$ cat config.mk
export PLATFORM = sky130hd
export DESIGN_NAME = radio_slot_seq
export DESIGN_NICKNAME = d
export VERILOG_FILES = /design/src/rtl/rss_pkg.sv /design/src/rtl/rss_settle_timer.sv /design/src/rtl/rss_ser_shift.sv /design/src/rtl/rss_preamble.sv /design/src/rtl/radio_slot_seq.sv
export SDC_FILE = /design/constraint.sdc
export NUM_CORES = 1
export LEC_CHECK = 0
export CAP_MARGIN = 20
export CORE_MARGIN = 2
export CORE_UTILIZATION = 50
export DETAILED_ROUTE_END_ITERATION = 8
export GPL_ROUTABILITY_DRIVEN = 0
export PLACE_DENSITY = 0.82
export SLEW_MARGIN = 20
export SYNTH_ARGS = -nofsm -noshare
export SYNTH_HDL_FRONTEND = slang
export SYNTH_SLANG_ARGS = --single-unit
$ cat constraint.sdc
create_clock -name clk -period 7 [get_ports clk]
set_clock_uncertainty 0.1 [all_clocks]
set_input_delay 0.7 -clock clk [delete_from_list [all_inputs] [get_ports clk]]
set_output_delay 0.7 -clock clk [all_outputs]
set_load 0.01 [all_outputs]
$ cat src/rtl/rss_pkg.sv
package rss_pkg;

  typedef enum logic [2:0] {
    ST_DOWN,
    ST_PUP,
    ST_IDLE,
    ST_PROG,
    ST_SETTLE,
    ST_READY,
    ST_RX,
    ST_TX
  } rss_state_e;

  // Round a microsecond interval up to whole clock cycles, never below one.
  function automatic int unsigned us_to_cycles(longint unsigned hz, longint unsigned us);
    longint unsigned c;
    c = (hz * us + 64'd999999) / 64'd1000000;
    if (c == 0) c = 1;
    return int'(c);
  endfunction

endpackage

$ cat src/rtl/rss_settle_timer.sv
module rss_settle_timer #(
  parameter int unsigned LIM_A = 4000,
  parameter int unsigned LIM_B = 20000
) (
  input  logic clk,
  input  logic rst_n,
  input  logic start,
  input  logic sel_b,
  output logic done
);
  localparam int unsigned MAXL = (LIM_A > LIM_B) ? LIM_A : LIM_B;
  localparam int unsigned CW   = (MAXL > 1) ? $clog2(MAXL + 1) : 1;

  logic [CW-1:0] cnt_q, cnt_d;
  logic          cnt_en;

  always_comb begin
    cnt_en = start || (cnt_q != CW'(MAXL));
    cnt_d  = start ? '0 : cnt_q + 1'b1;
  end

  always_ff @(posedge clk or negedge rst_n) begin
    if (!rst_n)      cnt_q <= '0;
    else if (cnt_en) cnt_q <= cnt_d;
  end

  assign done = sel_b ? (cnt_q == CW'(LIM_B - 1)) : (cnt_q == CW'(LIM_A - 1));

endmodule

$ cat src/rtl/rss_ser_shift.sv
module rss_ser_shift #(
  parameter int unsigned W    = 24,
  parameter int unsigned HALF = 4
) (
  input  logic         clk,
  input  logic         rst_n,
  input  logic         start,
  input  logic         abort,
  input  logic [W-1:0] word,
  output logic         en_n,
  output logic         sclk,
  output logic         sdat,
  output logic         done
);
  localparam int unsigned PER = 2 * HALF;
  localparam int unsigned PW  = (PER > 1) ? $clog2(PER) : 1;
  localparam int unsigned BW  = (W > 1) ? $clog2(W) : 1;

  logic          act_q, act_d;
  logic [PW-1:0] ph_q, ph_d;
  logic [BW-1:0] bi_q, bi_d;
  logic [W-1:0]  sr_q, sr_d;
  logic          wrap;

  assign wrap = act_q && (ph_q == PW'(PER - 1));
  assign done = wrap && (bi_q == BW'(W - 1)) && !abort;

  always_comb begin
    act_d = act_q;
    ph_d  = ph_q;
    bi_d  = bi_q;
    sr_d  = sr_q;
    if (abort) begin
      act_d = 1'b0;
    end else if (start && !act_q) begin
      act_d = 1'b1;
      ph_d  = '0;
      bi_d  = '0;
      sr_d  = word;
    end else if (act_q) begin
      if (wrap) begin
        ph_d = '0;
        if (bi_q == BW'(W - 1)) begin
          act_d = 1'b0;
        end else begin
          bi_d = bi_q + 1'b1;
          sr_d = {sr_q[W-2:0], 1'b0};
        end
      end else begin
        ph_d = ph_q + 1'b1;
      end
    end
  end

  always_ff @(posedge clk or negedge rst_n) begin
    if (!rst_n) begin
      act_q <= 1'b0;
      ph_q  <= '0;
      bi_q  <= '0;
      sr_q  <= '0;
    end else begin
      act_q <= act_d;
      ph_q  <= ph_d;
      bi_q  <= bi_d;
      sr_q  <= sr_d;
    end
  end

  assign en_n = !act_q;
  assign sclk = act_q && (ph_q >= PW'(HALF));
  assign sdat = act_q && sr_q[W-1];

  // data is held for the whole high phase of the serial clock
  a_r4_data_steady_high: assert property (@(posedge clk) disable iff (!rst_n)
    (sclk && $past(sclk)) |-> $stable(sdat));

  // the enable stays low from start until the last bit completes
  a_r3_enable_holds: assert property (@(posedge clk) disable iff (!rst_n)
    (act_q && !wrap && !abort) |=> !en_n);

endmodule

$ cat src/rtl/rss_preamble.sv
module rss_preamble #(
  parameter int unsigned PRE_LEN = 16
) (
  input  logic clk,
  input  logic rst_n,
  input  logic start,
  input  logic active,
  input  logic payload,
  output logic bit_o
);
  localparam int unsigned CW = $clog2(PRE_LEN + 1);

  logic [CW-1:0] cnt_q, cnt_d;
  logic          cnt_en;
  logic          in_pre;

  assign in_pre = (cnt_q < CW'(PRE_LEN));

  always_comb begin
    cnt_en = start || (active && in_pre);
    cnt_d  = start ? '0 : cnt_q + 1'b1;
  end

  always_ff @(posedge clk or negedge rst_n) begin
    if (!rst_n)      cnt_q <= '0;
    else if (cnt_en) cnt_q <= cnt_d;
  end

  assign bit_o = active && (in_pre ? !cnt_q[0] : payload);

  // consecutive preamble bits alternate
  a_r8_preamble_alternates: assert property (@(posedge clk) disable iff (!rst_n)
    (active && $past(active) && in_pre && (cnt_q != '0)) |-> (bit_o != $past(bit_o)));

endmodule

$ cat src/rtl/radio_slot_seq.sv
module radio_slot_seq
  import rss_pkg::*;
#(
  parameter longint unsigned CLK_HZ   = 100_000_000,
  parameter int unsigned     PUP_US   = 40,
  parameter int unsigned     PLL_US   = 200,
  parameter int unsigned     CFG_W    = 24,
  parameter int unsigned     SCK_HALF = 4,
  parameter int unsigned     PRE_LEN  = 16
) (
  input  logic             clk,
  input  logic             rst_n,
  input  logic             pwr_up_req,
  input  logic             pdn_req,
  input  logic             cfg_req,
  input  logic [CFG_W-1:0] cfg_word,
  input  logic             rx_req,
  input  logic             tx_req,
  input  logic             slot_end,
  input  logic             tx_payload,
  output logic             supply_en_o,
  output logic             rf_core_en_o,
  output logic             ser_en_n_o,
  output logic             ser_clk_o,
  output logic             ser_dat_o,
  output logic             ref_clk_en_o,
  output logic             tx_key_o,
  output logic             tx_bit_o,
  output logic             rx_active_o,
  output logic             busy_o
);
  localparam int unsigned PUP_CYC = us_to_cycles(CLK_HZ, longint'(PUP_US));
  localparam int unsigned PLL_CYC = us_to_cycles(CLK_HZ, longint'(PLL_US));

  rss_state_e st_q, st_d;
  logic       pend_tx_q, pend_tx_d, pend_rx_q, pend_rx_d;
  logic       tmr_start, tmr_done;
  logic       sh_start, sh_done;
  logic       pre_start;
  logic       holding_now, holding_next;

  // next state
  always_comb begin
    st_d = st_q;
    unique case (st_q)
      ST_DOWN:   if (pwr_up_req) st_d = ST_PUP;
      ST_PUP:    if (tmr_done)   st_d = ST_IDLE;
      ST_IDLE:   if (cfg_req)    st_d = ST_PROG;
      ST_PROG:   if (sh_done)    st_d = ST_SETTLE;
      ST_SETTLE: begin
        if (tmr_done) begin
          if (pend_tx_q || tx_req)      st_d = ST_TX;
          else if (pend_rx_q || rx_req) st_d = ST_RX;
          else                          st_d = ST_READY;
        end
      end
      ST_READY: begin
        if (cfg_req)     st_d = ST_PROG;
        else if (tx_req) st_d = ST_TX;
        else if (rx_req) st_d = ST_RX;
      end
      ST_RX:     if (slot_end) st_d = ST_READY;
      ST_TX:     if (slot_end) st_d = ST_READY;
      default:   st_d = ST_DOWN;
    endcase
    if (pdn_req) st_d = ST_DOWN;
  end

  // slot requests held while programming or settling
  always_comb begin
    holding_now  = (st_q == ST_PROG) || (st_q == ST_SETTLE);
    holding_next = (st_d == ST_PROG) || (st_d == ST_SETTLE);
    pend_tx_d    = holding_now && holding_next && (pend_tx_q || tx_req);
    pend_rx_d    = holding_now && holding_next && (pend_rx_q || rx_req);
  end

  always_ff @(posedge clk or negedge rst_n) begin
    if (!rst_n) begin
      st_q      <= ST_DOWN;
      pend_tx_q <= 1'b0;
      pend_rx_q <= 1'b0;
    end else begin
      st_q      <= st_d;
      pend_tx_q <= pend_tx_d;
      pend_rx_q <= pend_rx_d;
    end
  end

  assign tmr_start = ((st_d == ST_PUP) && (st_q != ST_PUP)) ||
                     ((st_d == ST_SETTLE) && (st_q != ST_SETTLE));
  assign sh_start  = (st_d == ST_PROG) && (st_q != ST_PROG);
  assign pre_start = (st_d == ST_TX) && (st_q != ST_TX);

  rss_settle_timer #(
    .LIM_A (PUP_CYC),
    .LIM_B (PLL_CYC)
  ) u_timer (
    .clk   (clk),
    .rst_n (rst_n),
    .start (tmr_start),
    .sel_b (st_q == ST_SETTLE),
    .done  (tmr_done)
  );

  rss_ser_shift #(
    .W    (CFG_W),
    .HALF (SCK_HALF)
  ) u_shift (
    .clk   (clk),
    .rst_n (rst_n),
    .start (sh_start),
    .abort (pdn_req),
    .word  (cfg_word),
    .en_n  (ser_en_n_o),
    .sclk  (ser_clk_o),
    .sdat  (ser_dat_o),
    .done  (sh_done)
  );

  rss_preamble #(
    .PRE_LEN (PRE_LEN)
  ) u_pre (
    .clk     (clk),
    .rst_n   (rst_n),
    .start   (pre_start),
    .active  (st_q == ST_TX),
    .payload (tx_payload),
    .bit_o   (tx_bit_o)
  );

  assign supply_en_o  = (st_q != ST_DOWN);
  assign rf_core_en_o = (st_q != ST_DOWN);
  assign ref_clk_en_o = (st_q == ST_PROG) || (st_q == ST_SETTLE) || (st_q == ST_READY) ||
                        (st_q == ST_RX) || (st_q == ST_TX);
  assign tx_key_o     = (st_q == ST_TX);
  assign rx_active_o  = (st_q == ST_RX);
  assign busy_o       = (st_q == ST_PUP) || (st_q == ST_PROG) || (st_q == ST_SETTLE);

  // power-down leaves everything off on the next cycle
  a_r10_pdn_all_off: assert property (@(posedge clk) disable iff (!rst_n)
    pdn_req |=> (!supply_en_o && !rf_core_en_o && !ref_clk_en_o && !tx_key_o && ser_en_n_o));

  // reference clock runs while the serial port is enabled
  a_r3_ref_during_write: assert property (@(posedge clk) disable iff (!rst_n)
    !ser_en_n_o |-> ref_clk_en_o);

  // reference clock runs during any slot
  a_r7_ref_in_slot: assert property (@(posedge clk) disable iff (!rst_n)
    (tx_key_o || rx_active_o) |-> ref_clk_en_o);

  // a slot starts only out of settling or ready
  a_r6_slot_origin: assert property (@(posedge clk) disable iff (!rst_n)
    ($rose(tx_key_o) || $rose(rx_active_o)) |->
      (($past(st_q) == ST_SETTLE) || ($past(st_q) == ST_READY)));

  // no slot follows power down or unprogrammed idle
  a_r9_no_slot_unprogrammed: assert property (@(posedge clk) disable iff (!rst_n)
    ((st_q == ST_DOWN) || (st_q == ST_IDLE)) |=> (!tx_key_o && !rx_active_o));

endmodule

==> results by stage, run 1 <==
Setup path:
- Tracing the worst setup path back leads to its startpoint at pdn_req.
- The register-to-register setup slack is approximately 3.7 ns.
- The termination of the worst setup path is u_shift.sr_q[2].
- The startpoint kind of the worst setup timing path is a primary input.
- The worst reg2reg path depth is 7.
- In this run the worst path has a maximum fanout of 27.
- The required time of the worst setup path is slightly above 7 ns.
- The worst register-to-register path ends at u_shift.sr_q[0].
- The start of the worst register-to-register path is st_q[1].
- Data on the critical path arrives at its endpoint at roughly 3.6 ns.
- The endpoint type of the worst setup path is a flop.
- The worst setup path is of the in2reg kind.

Layout:
- The repair_antennas step left the layout with diodes totalling 0.
- The share of cells above drive strength 1 is 12.9%.
- After the last flow step, the layout net total stands at roughly 400.
- The library cells used most frequently in the layout, excluding fill and tap cells, are sky130_fd_sc_hd__dfrtp_1 (58), sky130_fd_sc_hd__clkdlybuf4s50_1 (41), sky130_fd_sc_hd__nor2_1 (35).
- The final cell count without fillers is 440.
- The area growth from synthesis to layout is 21.6%.
- Leaving out fill and tap cells, the most frequent cell in the layout is sky130_fd_sc_hd__dfrtp_1.

STA:
- Setup repair after global routing left no endpoint under its margin.
- Timing would allow up to 286 MHz.
- After layout, the worst path uses between 50% and 60% of the clock period.
- The final number of max-transition violations is 0.
- The smallest clock period supported by the final layout is computed as ~3.5 ns.
- The worst hold slack is a little under 0.4 ns.
- Summed over all failing endpoints, the final setup total negative slack is 0 ns.
- The count of endpoints failing hold in the final timing report is 0.
- Setup violations remaining at the end of the flow were counted as 0.
- In this run the tightest slew margin relative to its limit is 47.9%.
- For the pin with the worst max-slew slack, the measured transition is about 0.78 ns.

Run status:
- The run finished with clean final reports.

Power and ir drop:
- The leakage power is ~1.7 nW.
- The worst supply voltage drop on vdd is 0.147 mV.
- In this run the power density over the cells is 208 nW/um^2.

Die:
- The floorplan step defined a core boundary enclosing 5960 um^2.
- The initial cell density of the core is between 50 and 60%.
- Pin placement for this block handled 43 I/O pins.
- In this run the core area contains 28 standard-cell rows.
- The die outline height is about 83 um.
- The die covers 6840 um^2.
- From left edge to right edge, the die measures ~83 um.

Synthesis:
- The number of synthesized register bits is 58.
- The post-synthesis instance total is approximately 320.
- For this run, the number of Yosys warnings is 0.
- Summed over its instances, the top area cell type makes up 46.9% of the synthesized netlist area.
- In the synthesized netlist the dominant register cell turns out to be sky130_fd_sc_hd__dfrtp_1.
- Counting every net in the synthesized netlist gives roughly 360.
- In this run, synthesis inferred 0 flip-flops with an integrated enable.
- The mapped netlist covers between 3000 and 4000 um^2.
- The portion of the post-synthesis area used by sequential elements is 46.9%.
- The library cell with the largest summed area after synthesis is sky130_fd_sc_hd__dfrtp_1.
- The average instance area after synthesis is between 9 and 10 um^2.
- Counting flops with an async set or reset pin after synthesis yields a share of 100%.
- After synthesis, the netlist uses 54 different library cells.
- By area the synthesized netlist is led by sky130_fd_sc_hd__dfrtp_1 (47%), sky130_fd_sc_hd__a21oi_2 (5.7%), sky130_fd_sc_hd__o22ai_1 (4.9%), sky130_fd_sc_hd__nor2_1 (4.2%), sky130_fd_sc_hd__inv_1 (3.6%).

Global routing:
- The global routing usage on met3 is under 10%.
- The pin count of the biggest net entering global routing is 59.
- The global routing stage identified its most utilized layer as met2.
- The number of antenna violations at the first check in global routing was 0.
- The global-route wire length before repair is 10,600 um.
- The number of global-route vias before repair came to about 2,300.
- The routing usage on met1 is ~27%.
- For this run the aggregate overflow at the end of global routing stands at 0.
- In the global route stage, overall resource usage came out at roughly 21%.
- Global routing used a little under a third of the available met2 tracks.

Clock network:
- The CTS tree is built.
- CTS built an H-tree with a depth of 3.
- The maximum number of buffers from clock root to sink is 2.
- After clock tree synthesis, the flow added hold-fix buffers numbering 0.
- The buffer type at the clock tree root is sky130_fd_sc_hd__clkbuf_8.
- The number of buffers created by CTS is 9.
- The insertion delay to the later sink of the worst-skew pair is 0.35 ns.
- The number of clock sinks seen by CTS is 58.
- Post-CTS timing repair inserted 0 buffers for setup.
- Once the clock tree was built, the resizer swapped 0 gates to a different size.
- The clock input transition at the sequential cells of the worst setup and hold paths is around 0.080 ns.

Drt:
- Using the TritonRoute via totals, the vias-per-cell ratio works out to 5.61.
- The count of TritonRoute iterations in the first routing pass is 4.
- The violation count after the first detailed-routing iteration is around 160.
- The final layout contains routed wiring with a total length of 6260 um.
- The average wire per cell in the routed design is between 10 and 15 um.
- The number of nets still failing antenna checks after routing is 0.
- The total via count in the routed design is 2,469.
- The final routed DRC violation total is 0.

Place:
- The post-placement cell count is around 420.
- The number of buffers inserted by port buffering is 42.
- The detailed-placement wirelength estimate is between 4000 and 5000 um.

Job:
- Max-cap violations in this run came to 0.

Min path:
- The classification of the worst-slack hold path is in2async.
layout make-up:
class / instances / area (um^2)
clock buffers: 11 / 141
clock inverters: 5 / 77.6
fillers: 482 / 2190
inverters: 31 / 116
multi-input cells: 217 / 1460
flip-flops and latches: 58 / 1450
well taps: 75 / 93.8
repair buffers: 43 / 423
kinds of logic (layout without fill, tap and decap cells):
group	Yosys count	count (layout)	synth area share, %
DFF	58	58	46.9
muxes	5	5	1.70
and+or+nand+nor	111	111	19.4
AOI/OAI and AO/OA	82	82	19.6
xor gates and xnor gates	13	13	3.68
buffers and inverters	44	90	6.22
adders and majority gates	6	6	2.43
worst min path at each step:
stage,end,slack (ns)
finish,u_shift.sr_q[14],0.39
global route,u_shift.sr_q[0],0.42
CTS,u_shift.sr_q[0],0.40
detailed placement,u_shift.sr_q[0],0.38
global placement,u_shift.sr_q[0],0.38
floorplan,pend_rx_q,0.30
synth_stat cells (2+ instances only):
| cell | n |
|---|---|
| sky130_fd_sc_hd__nor2_1 | 35 |
| sky130_fd_sc_hd__nor3b_1 | 2 |
| sky130_fd_sc_hd__o22ai_1 | 24 |
| sky130_fd_sc_hd__mux2i_1 | 3 |
| sky130_fd_sc_hd__buf_6 | 3 |
| sky130_fd_sc_hd__inv_1 | 30 |
| sky130_fd_sc_hd__a21o_1 | 3 |
| sky130_fd_sc_hd__nand3b_1 | 3 |
| sky130_fd_sc_hd__clkbuf_1 | 8 |
| sky130_fd_sc_hd__and2_1 | 4 |
| sky130_fd_sc_hd__a31oi_1 | 4 |
| sky130_fd_sc_hd__ha_1 | 6 |
| sky130_fd_sc_hd__nor3_1 | 10 |
| sky130_fd_sc_hd__a21oi_1 | 10 |
| sky130_fd_sc_hd__mux2_2 | 2 |
| sky130_fd_sc_hd__xnor2_1 | 4 |
| sky130_fd_sc_hd__nand4_1 | 6 |
| sky130_fd_sc_hd__nor4b_1 | 2 |
| sky130_fd_sc_hd__a22o_1 | 3 |
| sky130_fd_sc_hd__o2bb2ai_1 | 3 |
| sky130_fd_sc_hd__nand3_1 | 4 |
| sky130_fd_sc_hd__a21oi_2 | 20 |
| sky130_fd_sc_hd__xor2_1 | 9 |
| sky130_fd_sc_hd__nand2_1 | 18 |
| sky130_fd_sc_hd__or4_1 | 2 |
| sky130_fd_sc_hd__nand2b_1 | 4 |
| sky130_fd_sc_hd__or3b_2 | 2 |
| sky130_fd_sc_hd__and4_1 | 2 |
| sky130_fd_sc_hd__nor2b_1 | 2 |
| sky130_fd_sc_hd__and3_1 | 4 |
| sky130_fd_sc_hd__o21ai_0 | 5 |
| sky130_fd_sc_hd__and3b_1 | 3 |
| sky130_fd_sc_hd__dfrtp_1 | 58 |
flip-flops by register name (all words and copies together), names as in the netlist:
name	flops
pend_tx_q	1
u_shift.sr_q	24
st_q	3
u_shift.ph_q	3
u_timer.cnt_q	15
u_shift.bi_q	5
u_pre.cnt_q	5
u_shift.act_q	1
pend_rx_q	1
power breakdown:
group          switching (mW)  internal [mW]  leakage, nW
clock network           0.136          0.209        0.109
registers              0.0150          0.348        0.648
logic                  0.0352         0.0389        0.941
total                   0.186          0.596         1.70
per-stage QoR:
step / power (mW) / setup WS, ns / instance area, um^2 / util [%]
floorplan: 0.405 / 4.15 / 3100 / -
global placement: 0.440 / 3.00 / 3540 / 59.4
detailed placement: 0.444 / 2.90 / 3540 / 59.4
CTS: 0.787 / 3.23 / 3750 / 63.0
global route: 0.815 / 3.24 / 3760 / 63.2
finish: 0.782 / 3.50 / 3760 / 63.2
metal layers:
layer | routed length (um) | vias to the layer above
met5 | 0 | -
met4 | 199 | 0
met3 | 240 | 19
met2 | 2930 | 57
met1 | 2890 | 1175
li1 | - | 1218
critical path: stages:
cell                              delay (ns)
sky130_fd_sc_hd__clkdlybuf4s50_1        0.59
sky130_fd_sc_hd__and3b_1                0.34
sky130_fd_sc_hd__a21oi_1                0.10
sky130_fd_sc_hd__nor4_1                 0.43
sky130_fd_sc_hd__a211oi_2               0.17
sky130_fd_sc_hd__o211ai_4               0.62
sky130_fd_sc_hd__a2bb2o_4               0.50
sky130_fd_sc_hd__a21oi_1                0.14
Power figures use the tool's default switching activity.
==> run 2: changes to the inputs <==
CORE_UTILIZATION = 49   (was 50)
PLACE_DENSITY = 0.84   (was 0.82)
clock period = 2.88 ns   (was 7 ns; I/O delays follow)
==> run 2 against run 1 <==
Effect of this change:
- the run now ends with hold timing left
- routed wire length up 3.2%
- hold slack lost 0.44 ns
- clock-buffer cell count is 2 lower
- critical path depth rose by 1
==> results by stage, run 2 (synthesis results as in run 1) <==
Power and ir drop:
- The proportion of power drawn by the clock network is 37.6%.
- Of the total power, the share spent switching nets is between 20% and 30%.
- The worst supply voltage drop on vdd is ~0.38 mV.
- Per report_power, the sequential group accounts for between 50 and 60% of the total.
- The power per cell area is 446 nW/um^2.
- The combinational group share of total power is between 10% and 20%.
- The switching power summed over all nets is 0.467 mW.
- For this design the static power due to leakage is 1.76 nW.
- The internal power summed over all cells is 1.26 mW.

Place:
- The setup slack at placement is between 0.03 and 0.04 ns.
- The count of buffers added on input and output ports is 42.
- In this run the cell area measured after placement is ~3700 um^2.
- The detailed-placement wirelength estimate is ~4500 um.

STA:
- The share of the cycle needed by the critical path after routing is between 90% and 100%.
- Setup violations remaining at the end of the flow were counted as 0.
- The final number of max-transition violations is 0.
- Setup slack on the critical path of the routed design comes to around 0.076 ns.
- At the pin with the least slew margin, the transition time is between 0.7 and 0.8 ns.
- Setup total negative slack on the finished layout was measured at 0 ns.
- The relative max-transition margin is about half.
- The post-layout minimum cycle time is roughly 2.8 ns.
- Setup repair after global routing could not meet its margin everywhere.
- The achievable clock frequency is 357 MHz.
- The count of endpoints failing hold in the final timing report is 19.
- The tightest hold path in the finished design has a slack of -0.0426 ns.

Drt:
- The average via count per standard cell is between 5 and 6.
- After the first detailed-routing iteration, the DRC count stood at 97.
- The first detailed-routing pass took 4 iterations.
- After detailed routing, the number of remaining DRC violations is 0.
- The detail route stage leaves a number of antenna-violating nets equal to 0.
- In the final routed layout, each cell accounts on average for 14.1 um.
- Across all layers, the routed design uses ~2,500 vias.
- The total routed wirelength is approximately 6500 um.

Global routing:
- The number of antenna violations at the first check in global routing came to 0.
- The sum of overflow across all layers after global routing is 0.
- The number of global-route vias before repair is ~2,400.
- The pin count of the biggest net entering global routing is between 50 and 60.
- The first global-routing pass estimated roughly 11,000 um of wire.
- The total global-route track usage is 19.2%.

Die:
- The die footprint is between 6000 and 7000 um^2.
- The die outline height is 83.5 um.
- The region available for standard cell placement spans roughly 6000 um^2.
- The horizontal die dimension is 83.5 um.
- The floorplan has 28 rows.
- The initial cell density of the core is 51.4%.
- The I/O pin count is between 40 and 50.

Setup path:
- The critical path goes through ha_1 > and4_1 > nand4b_1 > buf_4 > a2111o_1 > a21oi_1 > o21a_1 > a2bb2o_4 > a21o_1.
- The path length in cells of the critical path is 9.
- In this run the worst setup path terminates at u_shift.sr_q[0].
- The critical path is of the reg2reg type.
- The critical path startpoint is u_timer.cnt_q[1].
- The critical path data arrival time is just under 3 ns.
- The delay of the slowest cell on the worst path is between 0.3 and 0.4 ns.
- Together, buffers and inverters on the worst path number 1.
- In this run the critical register-to-register path is captured at u_shift.sr_q[0].
- The worst reg2reg path depth is 9.
- The kind of cell adding the most delay to the critical path is compound AO/OA/AOI/OAI gates.
- Along the worst path, the maximum fanout reaches 25.
- The register-to-register setup slack is between 0.07 and 0.08 ns.
- The cell with the largest stage delay on the worst path is sky130_fd_sc_hd__dfrtp_1.
- The start of the worst register-to-register path is u_timer.cnt_q[1].
- STA classifies the critical path endpoint as a flop.
- STA classifies the critical path startpoint as a flop.
- Data on the critical path is required at its endpoint by between 3 and 4 ns.

Run status:
- The checks that failed: hold timing.
- The flow ran to the end, but the final reports show violations.

Layout:
- Fill cells in the final layout number 493.
- More flip-flops sit in one register than any other, and that register is u_shift.sr_q.
- The area growth from synthesis to layout is 24.9%.
- The total inserted antenna cells is 0.
- The largest registers in the layout are u_shift.sr_q x24, u_timer.cnt_q x15.
- After routing the design area is 3870 um^2.
- The register with the most flip-flops in the layout has 24 of them.
- The final layout contains between 400 and 500 nets.
- Leaving out fill and tap cells, the most frequent cell in the layout is sky130_fd_sc_hd__dfrtp_1.
- The top cell types in the final layout, fill and taps aside, are sky130_fd_sc_hd__dfrtp_1 (58), sky130_fd_sc_hd__clkdlybuf4s50_1 (41), sky130_fd_sc_hd__nor2_1 (35).
- The share of cells above drive strength 1 is 18.2%.

Clock network:
- The number of buffers inserted by post-CTS setup repair is 0.
- The number of hold buffers added after CTS was 0.
- The number of buffers created by CTS is 9.
- The clock reaches the later pin of the worst-skew pair after between 0.3 and 0.4 ns.
- After clock tree synthesis, the clock-pin slew on the worst setup and hold paths is 0.07 ns.
- TritonCTS built the clock tree.
- The buffer type at the clock tree root is sky130_fd_sc_hd__clkbuf_8.
- The number of clock sinks seen by CTS is 58.
- Counting along the longest clock path gives a buffer depth of 2.
- In this run the number of H-tree levels came out at 3.

Job:
- Max-cap violations in this run came to 0.

Min path:
- The classification of the worst-slack hold path is in2async.
## run 2: cell count changes in the layout (fill, tap and decap cells not counted), sizes merged
cell	previous run	this run
buf	2	21
clkinv	3	5
bufinv	2	0
clkbuf	11	9
clkinvlp	1	3
## run 2: worst min path at each step
stage                               start          endpoint  slack, ns  cells past startpoint
after floorplan                     rst_n         pend_rx_q      -0.11                      0
after global placement    u_shift.sr_q[0]   u_shift.sr_q[0]       0.37                      1
after detailed placement            rst_n  u_shift.sr_q[17]       0.39                      2
after CTS                           rst_n  u_shift.sr_q[14]      0.007                      2
after global routing                rst_n  u_shift.sr_q[14]       0.05                      2
final                               rst_n  u_shift.sr_q[17]      -0.04                      2
## run 2: cell type report
| class | count | area, um^2 | share of cell area [%] |
|---|---|---|---|
| multi-input cells | 217 | 1470 | 38.0 |
| flip-flops and latches | 58 | 1450 | 37.5 |
| repair buffers | 62 | 566 | 14.6 |
| clock buffers | 9 | 124 | 3.20 |
| inverters | 31 | 116 | 3.01 |
| well taps | 75 | 93.8 | 2.43 |
| clock inverters | 7 | 46.3 | 1.20 |
## run 2: power groups by stage
stage | Clock, mW | Combinational, mW | Sequential, mW
after floorplan | 0 | 0.0961 | 0.888
after global placement | 0 | 0.191 | 0.889
after detailed placement | 0 | 0.198 | 0.893
after CTS | 0.659 | 0.199 | 0.877
after global routing | 0.693 | 0.221 | 0.883
final | 0.649 | 0.197 | 0.878
## run 2: repair_timing
action	in CTS	in global routing
hold endpoints to repair	0	0
endpoints found under the setup margin	0	43
resized for setup	0	5
## run 2: metal layers
layer,GRT usage [%],vias to the layer above,part of all wire (%)
li1,-,1255,-
met1,24.6,1214,46
met2,31.6,46,48
met3,3.96,12,3.8
met4,8.36,0,1.7
met5,0,-,0
## run 2: through the flow
stage | utilization [%] | cells | power [mW]
2_1_floorplan | - | 319 | 0.984
3_5_place_dp | 61.0 | 443 | 1.09
4_1_cts | 63.9 | 459 | 1.74
3_3_place_gp | 61.0 | 443 | 1.08
6_report | 64.2 | 459 | 1.72
5_1_grt | 64.2 | 459 | 1.80
